`src/rtl/sys_rst_ctrl_pkg.sv`:
```
package sys_rst_ctrl_pkg;
  localparam int ADDR_W    = 3;
  localparam int NUM_BANKS = 3;
  localparam int CAUSE_W   = 5;

  typedef enum logic [ADDR_W-1:0] {
    RA_PWR    = 3'd0,
    RA_CAUSE  = 3'd1,
    RA_BANK0  = 3'd2,
    RA_BANK1  = 3'd3,
    RA_BANK2  = 3'd4,
    RA_SYSREQ = 3'd5
  } reg_addr_e;

  typedef struct packed {
    logic sw;
    logic wdt;
    logic bod;
    logic ext;
    logic por;
  } cause_t;
endpackage

```
`src/rtl/sys_rst_sync.sv`:
```
module sys_rst_sync #(
  parameter int STAGES = 2
) (
  input  logic clk_i,
  input  logic arst_ni,
  input  logic d_i,
  output logic q_o
);
  logic [STAGES-1:0] q;

  always_ff @(posedge clk_i or negedge arst_ni) begin
    if (!arst_ni) q <= '0;
    else          q <= {q[STAGES-2:0], d_i};
  end

  assign q_o = q[STAGES-1];
endmodule

```
`src/rtl/sys_rst_hold.sv`:
```
module sys_rst_hold #(
  parameter int HOLD_CYCLES = 16
) (
  input  logic clk_i,
  input  logic rst_ni,
  input  logic trig_i,
  output logic busy_o
);
  localparam int CNT_W = $clog2(HOLD_CYCLES + 1);
  localparam logic [CNT_W-1:0] LOAD = CNT_W'(HOLD_CYCLES - 1);

  logic [CNT_W-1:0] cnt_q;

  always_ff @(posedge clk_i or negedge rst_ni) begin
    if (!rst_ni)         cnt_q <= '0;
    else if (trig_i)     cnt_q <= LOAD;
    else if (cnt_q != 0) cnt_q <= cnt_q - 1'b1;
  end

  assign busy_o = (cnt_q != '0);
endmodule

```
`src/rtl/sys_rst_cause.sv`:
```
module sys_rst_cause
  import sys_rst_ctrl_pkg::*;
(
  input  logic   clk_i,
  input  logic   rst_ni,
  input  cause_t set_i,
  input  cause_t clr_i,
  output cause_t q_o
);
  cause_t q;

  // set beats clear in the same cycle
  always_ff @(posedge clk_i or negedge rst_ni) begin
    if (!rst_ni) q <= '{por: 1'b1, default: 1'b0};
    else         q <= (q & ~clr_i) | set_i;
  end

  assign q_o = q;
endmodule

```
`src/rtl/sys_rst_bank.sv`:
```
module sys_rst_bank #(
  parameter int W = 32
) (
  input  logic         clk_i,
  input  logic         rst_ni,
  input  logic         flush_i,
  input  logic         we_i,
  input  logic [W-1:0] wdata_i,
  output logic [W-1:0] q_o
);
  always_ff @(posedge clk_i or negedge rst_ni) begin
    if (!rst_ni)      q_o <= '0;
    else if (flush_i) q_o <= '0;
    else if (we_i)    q_o <= wdata_i;
  end
endmodule

```
`src/rtl/sys_rst_ctrl.sv`:
```
module sys_rst_ctrl
  import sys_rst_ctrl_pkg::*;
#(
  parameter int DATA_W      = 32,
  parameter int NUM_DOMAINS = 2,
  parameter int HOLD_CYCLES = 16,
  parameter int SYNC_STAGES = 2
) (
  input  logic                                  clk_i,
  input  logic                                  rst_ni,
  input  logic                                  ext_rst_ni,
  input  logic                                  bod_low_i,
  input  logic                                  wdt_rst_req_i,
  input  logic                                  reg_we_i,
  input  logic [ADDR_W-1:0]                     reg_addr_i,
  input  logic [DATA_W-1:0]                     reg_wdata_i,
  output logic [DATA_W-1:0]                     reg_rdata_o,
  output logic                                  sys_rst_no,
  output logic [NUM_DOMAINS*NUM_BANKS*DATA_W-1:0] periph_rst_o
);
  localparam int UNITS = NUM_BANKS * DATA_W;
  localparam int OUT_W = NUM_DOMAINS * UNITS;

  logic              ext_sync, bod_sync, bod_act, ext_hold, hold_busy;
  logic              sys_rst_q, wr_en, sw_req, bod_en_q;
  logic              arst_n;
  cause_t            cause_q, cause_set, cause_clr;
  logic [UNITS-1:0]  bank_flat;
  reg_addr_e         addr;

  assign addr   = reg_addr_e'(reg_addr_i);
  assign arst_n = rst_ni & ext_rst_ni;

  // pin path: async assert, synchronous release
  sys_rst_sync #(.STAGES(SYNC_STAGES)) u_ext_sync (
    .clk_i, .arst_ni(ext_rst_ni), .d_i(1'b1), .q_o(ext_sync)
  );
  sys_rst_sync #(.STAGES(SYNC_STAGES)) u_bod_sync (
    .clk_i, .arst_ni(rst_ni), .d_i(bod_low_i), .q_o(bod_sync)
  );

  assign ext_hold = ~ext_sync;
  assign bod_act  = bod_sync & bod_en_q;
  assign wr_en    = reg_we_i & sys_rst_q;
  assign sw_req   = wr_en & (addr == RA_SYSREQ) & reg_wdata_i[0];

  sys_rst_hold #(.HOLD_CYCLES(HOLD_CYCLES)) u_hold (
    .clk_i, .rst_ni, .trig_i(sw_req | wdt_rst_req_i), .busy_o(hold_busy)
  );

  always_ff @(posedge clk_i or negedge arst_n) begin
    if (!arst_n) sys_rst_q <= 1'b0;
    else         sys_rst_q <= ~(ext_hold | bod_act | hold_busy | sw_req | wdt_rst_req_i);
  end
  assign sys_rst_no = sys_rst_q;

  always_ff @(posedge clk_i or negedge rst_ni) begin
    if (!rst_ni)                    bod_en_q <= 1'b0;
    else if (wr_en && addr == RA_PWR) bod_en_q <= reg_wdata_i[0];
  end

  always_comb begin
    cause_set = '{sw: sw_req, wdt: wdt_rst_req_i, bod: bod_act, ext: ext_hold, por: 1'b0};
    cause_clr = (wr_en && addr == RA_CAUSE) ? cause_t'(reg_wdata_i[CAUSE_W-1:0]) : '0;
  end

  sys_rst_cause u_cause (
    .clk_i, .rst_ni, .set_i(cause_set), .clr_i(cause_clr), .q_o(cause_q)
  );

  for (genvar k = 0; k < NUM_BANKS; k++) begin : g_bank
    logic bank_we;
    assign bank_we = wr_en && (reg_addr_i == ADDR_W'(int'(RA_BANK0) + k));
    sys_rst_bank #(.W(DATA_W)) u_bank (
      .clk_i, .rst_ni, .flush_i(~sys_rst_q), .we_i(bank_we),
      .wdata_i(reg_wdata_i), .q_o(bank_flat[k*DATA_W +: DATA_W])
    );
  end

  // every clock domain of a unit sees the same bank bit
  for (genvar d = 0; d < NUM_DOMAINS; d++) begin : g_dom
    assign periph_rst_o[d*UNITS +: UNITS] = bank_flat;
  end

  always_comb begin
    reg_rdata_o = '0;
    case (addr)
      RA_PWR:   reg_rdata_o[0] = bod_en_q;
      RA_CAUSE: reg_rdata_o[CAUSE_W-1:0] = cause_q;
      RA_BANK0: reg_rdata_o = bank_flat[0*DATA_W +: DATA_W];
      RA_BANK1: reg_rdata_o = bank_flat[1*DATA_W +: DATA_W];
      RA_BANK2: reg_rdata_o = bank_flat[2*DATA_W +: DATA_W];
      default:  reg_rdata_o = '0;
    endcase
  end
endmodule

```
`config.mk`:
```
export PLATFORM = sky130hd
export DESIGN_NAME = sys_rst_ctrl
export DESIGN_NICKNAME = d
export VERILOG_FILES = /design/src/rtl/sys_rst_ctrl_pkg.sv /design/src/rtl/sys_rst_sync.sv /design/src/rtl/sys_rst_hold.sv /design/src/rtl/sys_rst_cause.sv /design/src/rtl/sys_rst_bank.sv /design/src/rtl/sys_rst_ctrl.sv
export SDC_FILE = /design/constraint.sdc
export NUM_CORES = 1
export LEC_CHECK = 0
export ABC_CLOCK_PERIOD_IN_PS = 1540
export CAP_MARGIN = 20
export CORE_MARGIN = 2
export CORE_UTILIZATION = 35
export DETAILED_ROUTE_END_ITERATION = 10
export GPL_TIMING_DRIVEN = 0
export PLACE_DENSITY_LB_ADDON = 0.15
export SYNTH_ARGS = -nofsm -noshare
export SYNTH_HDL_FRONTEND = slang
export SYNTH_HIERARCHICAL = 1
export SYNTH_SLANG_ARGS = --single-unit
export TNS_END_PERCENT = 100
```
`constraint.sdc`:
```
create_clock -name clk_i -period 1.54 [get_ports clk_i]
set_clock_uncertainty 0.05 [all_clocks]
set_input_delay 0.308 -clock clk_i [delete_from_list [all_inputs] [get_ports clk_i]]
set_output_delay 0.308 -clock clk_i [all_outputs]
set_load 0.01 [all_outputs]
```
==> metrics.yaml, run 1 <==
job:
  cap_violations: 0
logic_synthesis:
  synthTopCellsByArea: "dfrtp_1 (45%), mux2i_1 (21%), buf_4 (12%), nor2_1 (5.8%), buf_12 (2.9%)"
  synthFlopType: "dfrtp_1"
  ys_ff_latch: 112
  ys_seq_area_frac: 0.450
  avgSynthCellArea_um2: 10.6
  synth_edf_count: 0
  yosys.cell_types.count: 44
  netlist.top_cell.by_area: "dfrtp_1"
  synth_area_um2: 6230
  synth_top_area_frac: 0.446
  syn_nets: 632
  yosysWarnings: 6
  async_flop_share: 1.00
  synthCells: 590
power:
  power.total_mw: 5.86
  ir_drop_v: 0.000481
  p_leak_nw: 5.47
  power.density_nw_per_um2: 539
sta:
  final-hold-violation-count: 0
  setup-tns-final_ns: -10.71
  period_minus_slack_ns: 1.72
  fin_crit_sh: 1.12
  fin_ws_ns: -0.182
  worst_slew_pin_slew_ns: 0.733
  slew_headroom: 0.512
  rsz0062_at_grt: "yes"
  finalMaxSlewViolations: 0
  setup_viol: 100
  max_freq_mhz: 581
critical_path:
  critPathMaxFanout: 2
  critPathRequiredTime_ns: 1.18
  cp_top_family: "compound AO/OA/AOI/OAI gates"
  slowest_delay_ns: 0.36
  slowest_stage: "dfrtp_1"
  path_cells: "mux2i_1 -> o32a_1 -> o31ai_2 -> buf_2"
  worstPathArrival_ns: 1.36
  end_kind: "output pin"
  cp.depth: 4
  reg2reg_depth: 6
  critPathBufInv: 1
  startpoint_type: "flip-flop"
  critPathKind: "reg -> out"
global_routing:
  grt.overflow.total: 0
  grtUsageTotal: 0.222
  grt_pass1_wl_um: 31500
  grt_max_degree: 58
  grt_pass1_vias: 5725
  antenna_found_initial: 1
run_status:
  violations: "negative setup slack"
  status: "complete, but fails checks"
detailed_routing:
  routed_wl_um: 22100
  routedWlPerCell_um: 17.6
  drt_iter0_drc: 174
  vias: 5828
  drc: 0
  vias_per_cell: 4.65
  firstDrtPassIters: 4
  antenna_left: 0
clock_network:
  clockRootBuffer: "clkbuf_16"
  cts_inserted_buffers: 9
  cts_num_sinks: 112
  tritoncts: "built"
  cts.htree.levels: 3
  clock_latency_ns: 0.35
  cts_buffer_depth: 2
  clk_pin_slew_worst_paths_ns: 0.07
place:
  place_area_um2: 9200
  dp.cells: 1080
  globalplace.congestion: 0.819
  dp_hpwl_um: 14200
  portBuffers: 264
hold_path:
  min_path_type: "in -> async"
finish:
  final_common_cell: "buf_4"
  area_growth_syn_to_layout_pct: 74.6
  nets: 1064
  fin_area_um2: 10900
  drive_above_1_share: 0.430
  mostFrequentLayoutCells: "buf_4 (219), mux2i_1 (121), dfrtp_1 (102), nor2_1 (96), dlygate4sd2_1 (80)"
  stdcell_count: 1252
  utilization: 0.626
floorplan:
  die_x_um: 137
  die_area_um2: 18900
  die_h_um: 137
  std_cell_rows: 48
  coreArea_um2: 17400
  start_util: 0.359
  ioPinCount: 266
[sequential cells by signal, summed over array words and instances (netlist names)]
name               flops
g_bank.u_bank/q_o     96
u_bod_sync/q           2
u_ext_sync/q           2
u_cause/q_o            5
bod_en_q               1
u_hold/cnt_q           5
sys_rst_no             1
[logic make-up after synthesis]
group | after synthesis | synth area share
AOI/OAI and AO/OA | 47 | 0.0462
adders and majority gates | 1 | 0.00201
xor gates and xnor gates | 1 | 0.00141
buffers and inverters | 142 | 0.176
DFF | 112 | 0.450
and+or+nand+nor | 155 | 0.113
other | 2 | 0.00121
muxes | 130 | 0.209
[Yosys cell counts (5+ instances only)]
master and number:
a21o_1 5, and2_1 7, buf_12 9, buf_4 101, buf_6 5, clkbuf_1 12
dfrtp_1 111, inv_1 12, mux2i_1 129, nand2_1 30, nor2_1 96, o21ai_0 21
o21ai_1 5
[final timing paths]
kind                                         startpoint                  endpoint  slack [ns]
worst max register to register               sys_rst_no  g_bank[0].u_bank/q_o[22]       -0.18
max in group asynchronous                        rst_ni  g_bank[2].u_bank/q_o[29]        0.16
worst min-delay path                         ext_rst_ni           u_ext_sync/q[0]        0.08
worst min register to register          u_bod_sync/q[0]           u_bod_sync/q[1]        0.30
min in group clk_i                        reg_addr_i[0]                  bod_en_q        0.30
worst max-delay path            g_bank[2].u_bank/q_o[0]            reg_rdata_o[0]       -0.18
[through the flow]
stage                     hold WS, ns  setup slack (ns)
after global routing           0.0667            -0.258
final                          0.0809            -0.182
after global placement          0.287             -4.01
after CTS                      0.0675            -0.220
after detailed placement        0.293             -1.28
after floorplan               -0.0376            -0.104
[power breakdown]
part	internal (mW)	total [mW]	switching (mW)
clock network	1.39	2.44	1.05
registers	2.96	2.97	0.0117
logic	0.217	0.453	0.235
[timing repair]
| item | CTS | global route |
|---|---|---|
| resized for setup | 526 | 152 |
| endpoints found under the hold margin | 51 | 0 |
| gates cloned | 2 | 7 |
| pin swaps | 14 | 27 |
| hold buffers | 1 | 0 |
| setup endpoints to repair | 331 | 171 |
| buffers inserted | 108 | 46 |
[routing by layer]
metal  GRT usage  vias to the layer above  share of wire
li1            -                     2739              -
met1       0.277                     2837           0.43
met2       0.383                      229           0.49
met3      0.0563                       23          0.068
met4      0.0556                        0          0.016
met5           0                        -              0
[area by class of cell]
cell class | instances | area (µm²)
well taps | 225 | 282
repair buffers | 425 | 3800
flip-flops and latches | 112 | 2820
diodes | 1 | 2.50
clock inverters | 2 | 37.5
multi-input cells | 336 | 2520
clock buffers | 13 | 270
plain buffers | 125 | 1090
fillers | 1452 | 6480
inverters | 13 | 52.6
[worst reg2reg max path, stage by stage (launching register included)]
cell and delay (ns):
dfrtp_2 0.44, nand2_4 0.11, nor4b_4 0.29, buf_6 0.24
buf_12 0.16, mux2i_2 0.24, nor2_1 0.06
Power figures use the tool's default switching activity.
==> run 2: changes to the inputs <==
--- a/config.mk
+++ b/config.mk
@@ -5,7 +5,6 @@
 export SDC_FILE = /design/constraint.sdc
 export NUM_CORES = 1
 export LEC_CHECK = 0
-export ABC_CLOCK_PERIOD_IN_PS = 1540
 export CAP_MARGIN = 20
 export CORE_MARGIN = 2
 export CORE_UTILIZATION = 35
==> results of run 2 <==
Same layout as run 1: the final DEF is identical, and so are final timing and power.
==> run 3: changes to the inputs <==
--- a/config.mk
+++ b/config.mk
@@ -11,6 +11,7 @@
 export DETAILED_ROUTE_END_ITERATION = 10
 export GPL_TIMING_DRIVEN = 0
 export PLACE_DENSITY_LB_ADDON = 0.15
+export SLEW_MARGIN = 10
 export SYNTH_ARGS = -nofsm -noshare
 export SYNTH_HDL_FRONTEND = slang
 export SYNTH_HIERARCHICAL = 1
==> constraint.sdc (replaced) <==
create_clock -name clk_i -period 2 [get_ports clk_i]
set_clock_uncertainty 0.05 [all_clocks]
set_input_delay 0.4 -clock clk_i [delete_from_list [all_inputs] [get_ports clk_i]]
set_output_delay 0.4 -clock clk_i [all_outputs]
set_load 0.01 [all_outputs]
==> run 3 against run 2 <==
The flow now finishes without violations. Non-clock buffer count down 150. Die area unchanged. First-iteration DRC count is 23% higher. Clock power fell by 20%. Global-route usage shrank 2.7 points. Hold slack improved by 0.093 ns. Sequential power fell by 23%. Via count decreased by 12%. Combinational power is 33% lower. Critical path type is now in -> out. Highest routed layer is now met5.
==> metrics.yaml, run 3 (synthesis gave the netlist of run 1 again) <==
finish:
  reg_top3: "g_bank.u_bank/q_o: 96 flops, u_cause/q_o: 5 flops, u_hold/cnt_q: 5 flops"
  final_common_cell: "clkdlybuf4s50_1"
  utilization: 0.554  # -0.0725
  area_growth_syn_to_layout_pct: 54.4
  mostFrequentLayoutCells: "clkdlybuf4s50_1 (229), mux2i_1 (129), dfrtp_1 (111), buf_4 (101), nor2_1 (96)"
  fillers: 1511  # +4.1%
  nets: 914  # -14%
  fin_area_um2: 9610  # -12%
  diodes: 0  # -1
  multiInputGateArea_um2: 2350  # -6.7%
  largest_register: "g_bank.u_bank/q_o"
  drive_above_1_share: 0.202  # -0.228
  largest_reg_flops: 96  # unchanged
  seqCellArea_um2: 2800  # -0.40%
sta:
  rsz0062_at_grt: "yes"
  final-hold-violation-count: 0  # unchanged
  max_freq_mhz: 512
  period_minus_slack_ns: 1.95
  worst_slew_pin_slew_ns: 0.603  # -0.129 ns
  setup-tns-final_ns: 0  # +10.71 ns
  fin_ws_ns: 0.0478  # +0.230 ns
  slew_headroom: 0.598  # +0.0863
  finalMaxSlewViolations: 0  # unchanged
  fin_crit_sh: 0.976
  hold_slack_ns: 0.174  # +0.0932 ns
  setup_viol: 0  # -100%
clock_network:
  clockRootBuffer: "clkbuf_16"
  tritoncts: "built"
  cts.htree.levels: 3  # unchanged
  cts_buffer_depth: 2  # unchanged
  cts_num_sinks: 112  # unchanged
  clk_pin_slew_worst_paths_ns: 0.07  # about the same
  cts_inserted_buffers: 9  # unchanged
  clock_latency_ns: 0.35  # about the same
detailed_routing:
  vias: 5116  # -12%
  antenna_left: 0  # unchanged
  routed_wl_um: 18300  # -17%
  drc: 0  # unchanged
  vias_per_cell: 4.64  # -0.27%
  drt_iter0_drc: 214  # +23%
  firstDrtPassIters: 4  # unchanged
  routedWlPerCell_um: 16.6  # -5.6%
global_routing:
  grtUsageTotal: 0.194  # -0.0275
  grt_max_degree: 57  # -1.7%
  grt_pass1_vias: 5120  # -11%
  grt.overflow.total: 0  # unchanged
  grt_pass1_wl_um: 28100  # -11%
  antenna_found_initial: 1  # unchanged
power:
  p_seq_frac: 0.504  # -0.003
  switching_power_uw: 984  # -24%
  ir_drop_v: 0.000395  # -18%
  pwr-share-comb: 0.067  # -0.010
  power.density_nw_per_um2: 471  # -12%
  p_clk_frac: 0.429  # +0.013
  swShare: 0.217  # -0.00403
  p_int_mw: 3.55  # -22%
  p_leak_nw: 3.85  # -30%
critical_path:
  slowest_stage: "clkdlybuf4s15_1"
  cp_top_family: "buffers and inverters"
  end_kind: "output pin"
  critPathMaxFanout: 10  # +8
  slowest_delay_ns: 0.27  # -0.09 ns
  critPathRequiredTime_ns: 1.55  # +0.37 ns
  critPathBufInv: 3  # +2
  worstPathArrival_ns: 1.50  # +0.14 ns
  startpoint_type: "input port"
  critPathKind: "in -> out"
  path_cells: "buf_2 -> buf_6 -> and2b_1 -> a22oi_1 -> o22ai_1 -> clkdlybuf4s15_1"
floorplan:
  std_cell_rows: 48  # unchanged
  ioPinCount: 266  # unchanged
  die_h_um: 137  # unchanged
  die_x_um: 137  # unchanged
  die_area_um2: 18900  # unchanged
  coreArea_um2: 17400  # unchanged
  start_util: 0.359  # unchanged
run_status:
  status: "complete, no violations"
place:
  globalplace.congestion: 0.784  # -4.2%
  portBuffers: 264  # unchanged
  post-place-ws_ns: -1.01  # +0.272 ns
  place_area_um2: 9180  # -0.18%
  dp_hpwl_um: 13600  # -4.2%
hold_path:
  min_path_type: "in -> async"
job:
  cap_violations: 0  # unchanged
==> run 3: per-stage QoR <==
| step | cells | total power, mW |
|---|---|---|
| 6_report | 1102 | 4.53 |
| 5_1_grt | 1102 | 4.69 |
| 4_1_cts | 1102 | 4.59 |
| 3_5_place_dp | 1080 | 2.62 |
| 3_3_place_gp | 1079 | 2.60 |
| 2_1_floorplan | 590 | 2.42 |
==> run 3: power by group through the flow <==
stage                     sequential (mW)  clock [mW]  combinational, mW
after floorplan                      2.33           0             0.0928
after global placement               2.33           0              0.273
after detailed placement             2.33           0              0.287
after CTS                            2.28        2.00              0.304
after global routing                 2.29        2.07              0.330
final                                2.28        1.94              0.303
==> run 3: what timing repair did <==
| action | 4_1_cts | 5_1_grt |
|---|---|---|
| pin swaps | 1 | 0 |
| endpoints found under the setup margin | 124 | 8 |
| buffers inserted | 4 | 0 |
| gates resized for setup | 111 | 10 |
| hold buffers | 1 | 0 |
| hold endpoints to repair | 54 | 0 |
| gates cloned | 1 | 0 |
==> run 3: final cells by class <==
| type | instances | area share |
|---|---|---|
| Buffer | 129 | 0.113 |
| Clock buffer | 11 | 0.0253 |
| Clock inverter | 5 | 0.00833 |
| Inverter | 13 | 0.00508 |
| Multi-Input combinational cell | 336 | 0.244 |
| Sequential cell | 112 | 0.292 |
| Tap cell | 225 | 0.0293 |
| Timing Repair Buffer | 271 | 0.282 |
==> run 3: final timing paths <==
| path | start | to | slack (ns) | cells past startpoint |
|---|---|---|---|---|
| min in group clk_i | u_bod_sync/q[0] | u_bod_sync/q[1] | 0.30 | 0 |
| hold / removal | ext_rst_ni | u_ext_sync/q[0] | 0.17 | 1 |
| max in group asynchronous | rst_ni | sys_rst_no | 0.62 | 4 |
| hold reg to reg | u_bod_sync/q[0] | u_bod_sync/q[1] | 0.30 | 0 |
| setup reg to reg | sys_rst_no | g_bank[1].u_bank/q_o[5] | 0.28 | 6 |
| setup / recovery | reg_addr_i[1] | reg_rdata_o[4] | 0.05 | 6 |
==> run 3: layer usage <==
layer | global-route usage | vias to the layer above | share of wire
li1 | - | 2434 | -
met2 | 0.344 | 176 | 0.52
met5 | 0 | - | 0.00044
met3 | 0.0497 | 17 | 0.060
met1 | 0.238 | 2487 | 0.41
met4 | 0.0441 | 2 | 0.012
